[src/rtl/uart_sync_pkg.sv]
package uart_sync_pkg;
  typedef enum logic [1:0] {
    MODE_SHIFT = 2'd0,
    MODE_A8    = 2'd1,
    MODE_A9    = 2'd2,
    MODE_A9P   = 2'd3
  } mode_e;

  localparam int OVS      = 16; // baud ticks per framed bit
  localparam int SH_PH    = 8;  // clocks per shift-mode bit
  localparam int SH_HOLD  = 2;  // clocks data holds after the shift clock rises
endpackage

[src/rtl/uart_baud_gen.sv]
module uart_baud_gen #(
  parameter int DIV_W = 12
) (
  input  logic             clk_i,
  input  logic             rst_ni,
  input  logic             en_i,
  input  logic [DIV_W-1:0] div_i,
  output logic             tick_o
);
  logic [DIV_W-1:0] cnt_q;
  logic             wrap;

  assign wrap   = (cnt_q >= div_i);
  assign tick_o = en_i && wrap;

  always_ff @(posedge clk_i or negedge rst_ni) begin
    if (!rst_ni)   cnt_q <= '0;
    else if (!en_i) cnt_q <= '0;
    else if (wrap) cnt_q <= '0;
    else           cnt_q <= cnt_q + 1'b1;
  end
endmodule

[src/rtl/uart_async_tx.sv]
module uart_async_tx #(
  parameter int DATA_W = 8,
  parameter int OVS    = 16
) (
  input  logic              clk_i,
  input  logic              rst_ni,
  input  logic              tick_i,
  input  logic              start_i,
  input  logic [DATA_W-1:0] data_i,
  input  logic              nine_i,
  input  logic              b9_i,
  output logic              line_o,
  output logic              busy_o,
  output logic              done_o
);
  localparam int TC_W = $clog2(OVS);
  localparam int FR_W = DATA_W + 3;
  localparam int LC_W = $clog2(FR_W + 1);

  logic [FR_W-1:0] sh_q;
  logic [TC_W-1:0] tc_q;
  logic [LC_W-1:0] left_q;
  logic            busy_q;
  logic            bit_end;

  assign bit_end = busy_q && tick_i && (tc_q == TC_W'(OVS - 1));
  assign done_o  = bit_end && (left_q == LC_W'(1));
  assign line_o  = busy_q ? sh_q[0] : 1'b1;
  assign busy_o  = busy_q;

  always_ff @(posedge clk_i or negedge rst_ni) begin
    if (!rst_ni) begin
      sh_q   <= '1;
      tc_q   <= '0;
      left_q <= '0;
      busy_q <= 1'b0;
    end else if (start_i && !busy_q) begin
      busy_q <= 1'b1;
      tc_q   <= '0;
      // stop, ninth (or second stop), data, start
      sh_q   <= {1'b1, (nine_i ? b9_i : 1'b1), data_i, 1'b0};
      left_q <= nine_i ? LC_W'(FR_W) : LC_W'(FR_W - 1);
    end else if (busy_q && tick_i) begin
      tc_q <= tc_q + 1'b1;
      if (bit_end) begin
        sh_q   <= {1'b1, sh_q[FR_W-1:1]};
        left_q <= left_q - 1'b1;
        if (left_q == LC_W'(1)) busy_q <= 1'b0;
      end
    end
  end
endmodule

[src/rtl/uart_async_rx.sv]
module uart_async_rx #(
  parameter int DATA_W = 8,
  parameter int OVS    = 16
) (
  input  logic              clk_i,
  input  logic              rst_ni,
  input  logic              en_i,
  input  logic              tick_i,
  input  logic              rxd_i,
  input  logic              nine_i,
  output logic              valid_o,
  output logic [DATA_W-1:0] data_o,
  output logic              b9_o
);
  localparam int TC_W = $clog2(OVS);
  localparam int LB_W = $clog2(DATA_W + 3);
  localparam int MID  = OVS / 2;

  logic [2:0]        sync_q;
  logic              line, fall;
  logic              act_q;
  logic [TC_W-1:0]   tc_q;
  logic [LB_W-1:0]   bidx_q, stop_idx;
  logic [1:0]        vote_q;
  logic [DATA_W-1:0] sh_q;
  logic              b9_q, valid_q;
  logic              samp, decide, bitv;

  assign line     = sync_q[1];
  assign fall     = sync_q[2] && !sync_q[1];
  assign stop_idx = nine_i ? LB_W'(DATA_W + 2) : LB_W'(DATA_W + 1);
  assign samp     = act_q && tick_i && (tc_q >= TC_W'(MID - 1)) && (tc_q <= TC_W'(MID + 1));
  assign decide   = act_q && tick_i && (tc_q == TC_W'(MID + 1));
  // majority of three mid-bit samples
  assign bitv     = (vote_q[1] & vote_q[0]) | (vote_q[1] & line) | (vote_q[0] & line);

  assign valid_o = valid_q;
  assign data_o  = sh_q;
  assign b9_o    = b9_q;

  always_ff @(posedge clk_i or negedge rst_ni) begin
    if (!rst_ni) sync_q <= '1;
    else         sync_q <= {sync_q[1:0], rxd_i};
  end

  always_ff @(posedge clk_i or negedge rst_ni) begin
    if (!rst_ni) begin
      act_q   <= 1'b0;
      tc_q    <= '0;
      bidx_q  <= '0;
      vote_q  <= '0;
      sh_q    <= '0;
      b9_q    <= 1'b0;
      valid_q <= 1'b0;
    end else begin
      valid_q <= 1'b0;
      if (!en_i) begin
        act_q <= 1'b0;
      end else if (!act_q) begin
        if (fall) begin
          act_q  <= 1'b1;
          tc_q   <= '0;
          bidx_q <= '0;
        end
      end else if (tick_i) begin
        tc_q <= tc_q + 1'b1;
        if (samp) vote_q <= {vote_q[0], line};
        if (decide) begin
          if (bidx_q == '0) begin
            if (bitv) act_q <= 1'b0;   // false start
          end else if (bidx_q <= LB_W'(DATA_W)) begin
            sh_q <= {bitv, sh_q[DATA_W-1:1]};
          end else if (bidx_q == stop_idx) begin
            valid_q <= 1'b1;
            act_q   <= 1'b0;
          end else begin
            b9_q <= bitv;
          end
        end
        if (tc_q == TC_W'(OVS - 1)) bidx_q <= bidx_q + 1'b1;
      end
    end
  end
endmodule

[src/rtl/uart_shift_unit.sv]
module uart_shift_unit #(
  parameter int DATA_W = 8,
  parameter int PH     = 8,
  parameter int HOLD   = 2
) (
  input  logic              clk_i,
  input  logic              rst_ni,
  input  logic              start_tx_i,
  input  logic              start_rx_i,
  input  logic [DATA_W-1:0] data_i,
  input  logic              rxd_i,
  output logic              sclk_o,
  output logic              dout_o,
  output logic              oe_o,
  output logic              busy_o,
  output logic              tx_done_o,
  output logic              rx_done_o,
  output logic [DATA_W-1:0] rx_byte_o
);
  localparam int PH_W = $clog2(PH);
  localparam int SL_W = $clog2(DATA_W);
  localparam int HALF = PH / 2;
  localparam int CHG  = HALF + HOLD;

  logic              busy_q, dir_tx_q, dout_q;
  logic [PH_W-1:0]   ph_q;
  logic [SL_W-1:0]   sl_q;
  logic [DATA_W-1:0] txsh_q, rxsh_q;
  logic              last;

  assign last      = busy_q && (ph_q == PH_W'(PH - 1)) && (sl_q == SL_W'(DATA_W - 1));
  assign sclk_o    = !busy_q || (ph_q >= PH_W'(HALF));
  assign dout_o    = dout_q;
  assign oe_o      = busy_q && dir_tx_q;
  assign busy_o    = busy_q;
  assign tx_done_o = last && dir_tx_q;
  assign rx_done_o = last && !dir_tx_q;
  assign rx_byte_o = rxsh_q;

  always_ff @(posedge clk_i or negedge rst_ni) begin
    if (!rst_ni) begin
      busy_q   <= 1'b0;
      dir_tx_q <= 1'b0;
      dout_q   <= 1'b1;
      ph_q     <= '0;
      sl_q     <= '0;
      txsh_q   <= '0;
      rxsh_q   <= '0;
    end else if (!busy_q) begin
      if (start_tx_i || start_rx_i) begin
        busy_q   <= 1'b1;
        dir_tx_q <= start_tx_i;
        ph_q     <= '0;
        sl_q     <= '0;
        txsh_q   <= data_i;
        dout_q   <= start_tx_i ? data_i[0] : 1'b1;
      end
    end else begin
      if (ph_q == PH_W'(PH - 1)) begin
        ph_q <= '0;
        sl_q <= sl_q + 1'b1;
      end else begin
        ph_q <= ph_q + 1'b1;
      end
      // next bit appears HOLD clocks after the rising edge
      if (dir_tx_q && (ph_q == PH_W'(CHG - 1)) && (sl_q != SL_W'(DATA_W - 1))) begin
        dout_q <= txsh_q[1];
        txsh_q <= txsh_q >> 1;
      end
      // sample on the edge where the shift clock rises
      if (!dir_tx_q && (ph_q == PH_W'(HALF - 1)))
        rxsh_q <= {rxd_i, rxsh_q[DATA_W-1:1]};
      if (last) begin
        busy_q <= 1'b0;
        dout_q <= 1'b1;
      end
    end
  end
endmodule

[src/rtl/uart_sync_port.sv]
module uart_sync_port
  import uart_sync_pkg::*;
#(
  parameter int DIV_W  = 12,
  parameter int DATA_W = 8
) (
  input  logic              clk_i,
  input  logic              rst_ni,
  input  logic              ctrl_wr_i,
  input  logic [3:0]        ctrl_i,
  input  logic [DIV_W-1:0]  baud_div_i,
  input  logic              tx_wr_i,
  input  logic [DATA_W-1:0] tx_data_i,
  input  logic              stat_rd_i,
  output logic [3:0]        status_o,
  output logic [DATA_W-1:0] rx_data_o,
  output logic              txd_o,
  input  logic              rxd_i,
  output logic              rxd_o,
  output logic              rxd_oe_o
);
  logic [3:0]        ctrl_q;
  mode_e             mode;
  logic              shift_mode, nine;
  logic              tick;
  logic              atx_line, atx_busy, atx_done;
  logic              arx_valid, arx_b9;
  logic [DATA_W-1:0] arx_data;
  logic              sh_sclk, sh_dout, sh_oe, sh_busy, sh_tx_done, sh_rx_done;
  logic [DATA_W-1:0] sh_rx_byte;
  logic              start_rx_sh;
  logic              tx_set, rx_set;
  logic              tx_flag_q, rx_flag_q, rb8_q;
  logic [DATA_W-1:0] rx_hold_q;

  assign mode        = mode_e'(ctrl_q[1:0]);
  assign shift_mode  = (mode == MODE_SHIFT);
  assign nine        = (mode == MODE_A9) || (mode == MODE_A9P);
  assign start_rx_sh = ctrl_wr_i && (ctrl_i[1:0] == MODE_SHIFT) && ctrl_i[2];

  always_ff @(posedge clk_i or negedge rst_ni) begin
    if (!rst_ni)        ctrl_q <= '0;
    else if (ctrl_wr_i) ctrl_q <= ctrl_i;
  end

  uart_baud_gen #(.DIV_W(DIV_W)) u_baud (
    .clk_i (clk_i), .rst_ni(rst_ni), .en_i(!shift_mode),
    .div_i (baud_div_i), .tick_o(tick)
  );

  uart_async_tx #(.DATA_W(DATA_W), .OVS(OVS)) u_atx (
    .clk_i  (clk_i), .rst_ni(rst_ni), .tick_i(tick),
    .start_i(tx_wr_i && !shift_mode),
    .data_i (tx_data_i), .nine_i(nine),
    .b9_i   ((mode == MODE_A9P) ? ^tx_data_i : ctrl_q[3]),
    .line_o (atx_line), .busy_o(atx_busy), .done_o(atx_done)
  );

  uart_async_rx #(.DATA_W(DATA_W), .OVS(OVS)) u_arx (
    .clk_i  (clk_i), .rst_ni(rst_ni), .en_i(ctrl_q[2] && !shift_mode),
    .tick_i (tick), .rxd_i(rxd_i), .nine_i(nine),
    .valid_o(arx_valid), .data_o(arx_data), .b9_o(arx_b9)
  );

  uart_shift_unit #(.DATA_W(DATA_W), .PH(SH_PH), .HOLD(SH_HOLD)) u_shift (
    .clk_i     (clk_i), .rst_ni(rst_ni),
    .start_tx_i(tx_wr_i && shift_mode), .start_rx_i(start_rx_sh),
    .data_i    (tx_data_i), .rxd_i(rxd_i),
    .sclk_o    (sh_sclk), .dout_o(sh_dout), .oe_o(sh_oe), .busy_o(sh_busy),
    .tx_done_o (sh_tx_done), .rx_done_o(sh_rx_done), .rx_byte_o(sh_rx_byte)
  );

  assign tx_set = atx_done || sh_tx_done;
  assign rx_set = arx_valid || sh_rx_done;

  always_ff @(posedge clk_i or negedge rst_ni) begin
    if (!rst_ni) begin
      tx_flag_q <= 1'b0;
      rx_flag_q <= 1'b0;
      rb8_q     <= 1'b0;
      rx_hold_q <= '0;
    end else begin
      // a set in the read cycle wins over the clear
      tx_flag_q <= tx_set || (tx_flag_q && !stat_rd_i);
      rx_flag_q <= rx_set || (rx_flag_q && !stat_rd_i);
      if (arx_valid) begin
        rx_hold_q <= arx_data;
        unique case (mode)
          MODE_A9P: rb8_q <= arx_b9 ^ (^arx_data);
          MODE_A9:  rb8_q <= arx_b9;
          default:  rb8_q <= 1'b0;
        endcase
      end else if (sh_rx_done) begin
        rx_hold_q <= sh_rx_byte;
        rb8_q     <= 1'b0;
      end
    end
  end

  assign status_o  = {(atx_busy || sh_busy), rb8_q, rx_flag_q, tx_flag_q};
  assign rx_data_o = rx_hold_q;
  assign txd_o     = shift_mode ? sh_sclk : atx_line;
  assign rxd_o     = shift_mode ? sh_dout : 1'b1;
  assign rxd_oe_o  = shift_mode && sh_oe;
endmodule

[config.mk]
export PLATFORM = sky130hd
export DESIGN_NAME = uart_sync_port
export DESIGN_NICKNAME = d
export VERILOG_FILES = /design/src/rtl/uart_sync_pkg.sv /design/src/rtl/uart_baud_gen.sv /design/src/rtl/uart_async_tx.sv /design/src/rtl/uart_async_rx.sv /design/src/rtl/uart_shift_unit.sv /design/src/rtl/uart_sync_port.sv
export SDC_FILE = /design/constraint.sdc
export NUM_CORES = 1
export LEC_CHECK = 0
export ABC_CLOCK_PERIOD_IN_PS = 4800
export BUFFER_PORTS_ARGS = -buffer_cell sky130_fd_sc_hd__buf_2
export CAP_MARGIN = 25
export CORE_MARGIN = 3
export CORE_UTILIZATION = 40
export DETAILED_ROUTE_END_ITERATION = 8
export MAX_ROUTING_LAYER = met4
export PLACE_DENSITY = 0.64
export SYNTH_ARGS = -nofsm -noshare
export SYNTH_HDL_FRONTEND = slang
export SYNTH_SLANG_ARGS = --single-unit
[constraint.sdc]
create_clock -name clk_i -period 4.8 [get_ports clk_i]
set_input_delay 1.44 -clock clk_i [delete_from_list [all_inputs] [get_ports clk_i]]
set_output_delay 1.44 -clock clk_i [all_outputs]
set_load 0.005 [all_outputs]
==> reports/summary.txt <==
Post-layout net count = 570
Hold Path Cell Cnt = 0
Worst vdd rail ir drop = 0.1827 mV
Routed wire length on met2 = 4746 µm
Warning count from the yosys run = 0
DRC violation total after the first TritonRoute iteration = 162
Number of maximum-capacitance constraint violations = 0
Chip Width = 117.5 µm
Largest fanout on the critical path = 13
Ratio of cells with drive above 1 in the final layout = 21.43%
Ant. Diodes = 0
Cell leakage power = 2.688 nW
Detailed placement HPWL = 7163 µm
Status = finished clean
Total of endpoints with negative setup slack in the final report = 0
Root buffer cell = sky130_fd_sc_hd__clkbuf_16
Number of sinks on the clock net = 94
Count of input and output buffers = 44
Total number of vias = 3,497
IO Count = 45
Total setup buffers inserted after CTS = 0
Switching fraction of total power = 30.65%
Number of antenna violations at the first check in global routing = 0
Sequential share of power = 49.5%
Synth Cell Area = 4975 µm²
Cell taking the most area after synthesis = sky130_fd_sc_hd__dfrtp_1
Clock slew seen by the registers of the worst setup and hold paths = 0.07 ns
Detailed-route wire length per cell = 14.33 µm
Core Rows = 40
Layout area overhead = 12.88%
Worst Hold End = u_arx.sync_q[1]$_DFF_PN1_
Most used standard cells in the synthesized netlist = sky130_fd_sc_hd__dfrtp_1 (80), sky130_fd_sc_hd__nand2_1 (51), sky130_fd_sc_hd__o21ai_0 (31)
Portion of the clock cycle consumed by the worst path in the final layout = 72.62%
FF+latch count, synth = 94
Most instantiated flip-flop cell in the synthesis netlist = sky130_fd_sc_hd__dfrtp_1
Pre-Repair DR Iteration Count = 4
Smallest setup slack after layout = 1.314 ns
Type of origin of the critical path = input port
Endpoint of the worst register-to-register path = u_arx.vote_q[0]$_DFFE_PN0P_
Post-Synthesis Net Count = 531
Max-slew violation count = 0
Non-filler instance count after layout = 686
TritonCTS Buffers = 9
Total routed wire length on the met1 layer = 4724 µm
Y dimension of the die = 117.5 µm
Total count of hold-check failures in the final report = 0
Type of the setup path with the least slack = input port to register
Hold buffer count at CTS = 0
Layout Skew = 0.008384 ns
Synthesized area per cell = 10.50 µm²
Total track usage = 15.47%
Achievable frequency = 286.9 MHz
Sequential element share of the synthesized area = 47.64%
Sort of element at the end of the critical path = register
Maximum buffer depth of the clock tree = 2
Period minus WS final = 3.486 ns
Top cell type's share of synthesized area = 40.24%
Largest net degree at the start of global routing = 41
Sum of negative setup slack = 0 ns
Internal reg-to-reg setup slack = 2.03 ns
Clock network fraction of design power = 30.3%
Count of unique library cells instantiated by Yosys = 58
Proportion of synthesized flip-flops having asynchronous set or reset = 100.0%
Final weighted congestion in routability-driven placement = 0.8665
EDFF count, synth = 0
Net switching power = 687.0 µW
Final Power = 2.241 mW
Wire length of the first global-routing pass = 17,130 µm
Routed wl met3 = 245 µm
PostCTS Resize Cnt = 0
Starting utilization of the core area = 41.24%
# H-tree levels = 3
Cell types with the largest area share after synthesis = sky130_fd_sc_hd__dfrtp_1 (40%), sky130_fd_sc_hd__dfstp_2 (7.4%), sky130_fd_sc_hd__ha_1 (6.8%), sky130_fd_sc_hd__mux2i_1 (5.6%), sky130_fd_sc_hd__nand2_1 (3.8%)
Cell with the most instances after synthesis = sky130_fd_sc_hd__dfrtp_1
Top metal layer carrying routed signals = met4
Hold path startpoint = u_arx.sync_q[0]$_DFF_PN1_
Clock tree from TritonCTS = built
Part of the power in combinational logic = 20.3%
Cell-internal power = 1.554 mW
Required time worst endpoint = 5.03 ns
Utilization after layout = 46.56%
Worst-case reg-to-reg path depth = 8
Number of routed nets with antenna violations = 0
Remaining design rule violation count = 0
Clock insertion delay at the later pin of the skew report = 0.35 ns
GRT Residual Overflow = 0
Power per cell area = 399.1 nW/µm²
Arrival time reported for the critical path endpoint = 3.71 ns
Mean number of vias per cell = 5.098
Setup repair after global routing missed its margin = false
Cells after DPL = 670
Kind of path behind the tightest hold check = register to register
Worst slew slack as a fraction of its limit = 33.08%
Number of global-route vias before repair = 3,548
Worst flop-to-flop path startpoint = u_baud.cnt_q[0]$_DFF_PN0_
Number of instances in the synthesized netlist = 474
Routed Wire Length = 9833 µm
Measured slew at the worst slew-check pin = 1.000 ns
Pre-CTS setup slack = 0.9084 ns
Die area = 13,810 µm²
Core footprint = 12,060 µm²
[metal layers]
layer  up-vias  global-route usage, %
li1       1736                      -
met1      1706                  19.84
met2        45                  24.96
met3        10                  3.123
met4         0                  4.689
met5         -                      -
[flip-flops by register name, summed over array words and instances (netlist names), 7 cells and up]
signal,count
u_shift.rx_byte_o,8
u_atx.sh_q,10
u_baud.cnt_q,12
rx_data_o,8
u_shift.txsh_q,7
u_arx.data_o,8
[cells in the final DEF (no fill, tap or decap), types with 2 or more instances in the layout]
cell / instances
sky130_fd_sc_hd__a32o_1: 3
sky130_fd_sc_hd__mux2_4: 8
sky130_fd_sc_hd__nand3_1: 15
sky130_fd_sc_hd__nor3_1: 4
sky130_fd_sc_hd__a21oi_1: 17
sky130_fd_sc_hd__or3_1: 2
sky130_fd_sc_hd__nand4_1: 4
sky130_fd_sc_hd__xor2_1: 8
sky130_fd_sc_hd__nand2_1: 51
sky130_fd_sc_hd__and3_1: 11
sky130_fd_sc_hd__a21o_1: 2
sky130_fd_sc_hd__nor2b_1: 6
sky130_fd_sc_hd__a31oi_1: 4
sky130_fd_sc_hd__inv_6: 2
sky130_fd_sc_hd__o21ai_0: 31
sky130_fd_sc_hd__buf_2: 43
sky130_fd_sc_hd__clkbuf_16: 9
sky130_fd_sc_hd__o22ai_1: 3
sky130_fd_sc_hd__nand2b_1: 6
sky130_fd_sc_hd__nor4_1: 2
sky130_fd_sc_hd__buf_4: 4
sky130_fd_sc_hd__mux2i_1: 28
sky130_fd_sc_hd__a211oi_1: 2
sky130_fd_sc_hd__o311ai_0: 2
sky130_fd_sc_hd__xnor2_1: 19
sky130_fd_sc_hd__dfrtp_1: 80
sky130_fd_sc_hd__nor2_1: 30
sky130_fd_sc_hd__ha_1: 27
sky130_fd_sc_hd__o211ai_1: 4
sky130_fd_sc_hd__dfstp_2: 14
sky130_fd_sc_hd__mux2_2: 16
sky130_fd_sc_hd__a31o_2: 2
sky130_fd_sc_hd__inv_1: 28
sky130_fd_sc_hd__nand3b_1: 2
sky130_fd_sc_hd__or2_2: 2
sky130_fd_sc_hd__clkinv_4: 4
[worst max-delay path, cell delays in order]
cell and delay, ns:
sky130_fd_sc_hd__buf_2 0.07, sky130_fd_sc_hd__inv_1 0.03, sky130_fd_sc_hd__ha_1 0.28, sky130_fd_sc_hd__nand2_1 0.06
sky130_fd_sc_hd__nor2_1 0.19, sky130_fd_sc_hd__a41oi_4 0.17, sky130_fd_sc_hd__a21oi_1 0.77, sky130_fd_sc_hd__and4_4 0.37
sky130_fd_sc_hd__mux2_2 0.33
[kinds of logic (layout without fill, tap and decap cells)]
group	after synthesis	after routing	share of synthesized area, %
flops	94	94	47.64
compound gates	81	81	10.71
fa+ha+maj	28	28	6.992
mux	52	52	11.67
simple gates	145	145	14.16
xor+xnor	27	27	4.754
buf+inv	47	91	4.075
[power by group through the flow]
stage | Sequential (mW) | Clock (mW) | Combinational [mW]
floorplan | 1.08 | 0 | 0.366
global placement | 1.12 | 0 | 0.440
detailed placement | 1.12 | 0 | 0.463
CTS | 1.11 | 0.699 | 0.464
global route | 1.14 | 0.740 | 0.540
finish | 1.11 | 0.678 | 0.454
[final cells by class]
class / count / area (µm²)
clock buffers: 9 / 225.2
clock inverters: 7 / 57.56
fillers: 1109 / 6446
inverters: 28 / 105.1
multi-input cells: 333 / 2402
flip-flops and latches: 94 / 2370
well taps: 168 / 210.2
repair buffers: 47 / 245.2
[metrics by stage]
step / area, µm² / hold slack [ns]
2_1_floorplan: 4975 / 0.3452
3_3_place_gp: 5333 / 0.3455
3_5_place_dp: 5333 / 0.3529
4_1_cts: 5615 / 0.3639
5_1_grt: 5615 / 0.3714
6_report: 5615 / 0.3634
[worst max-delay path by stage]
stage	start	end	slack, ns
after floorplan	baud_div_i[0]	u_arx.data_o[0]$_DFFE_PN0P_	1.50
after detailed placement	baud_div_i[7]	u_arx.vote_q[0]$_DFFE_PN0P_	0.91
after global routing	baud_div_i[7]	u_arx.vote_q[0]$_DFFE_PN0P_	1.18
final	baud_div_i[7]	u_arx.vote_q[0]$_DFFE_PN0P_	1.31
after global placement	baud_div_i[7]	u_arx.vote_q[0]$_DFFE_PN0P_	1.00
after CTS	baud_div_i[7]	u_arx.vote_q[0]$_DFFE_PN0P_	1.29
Note: power is estimated with default switching activity, not from simulation.
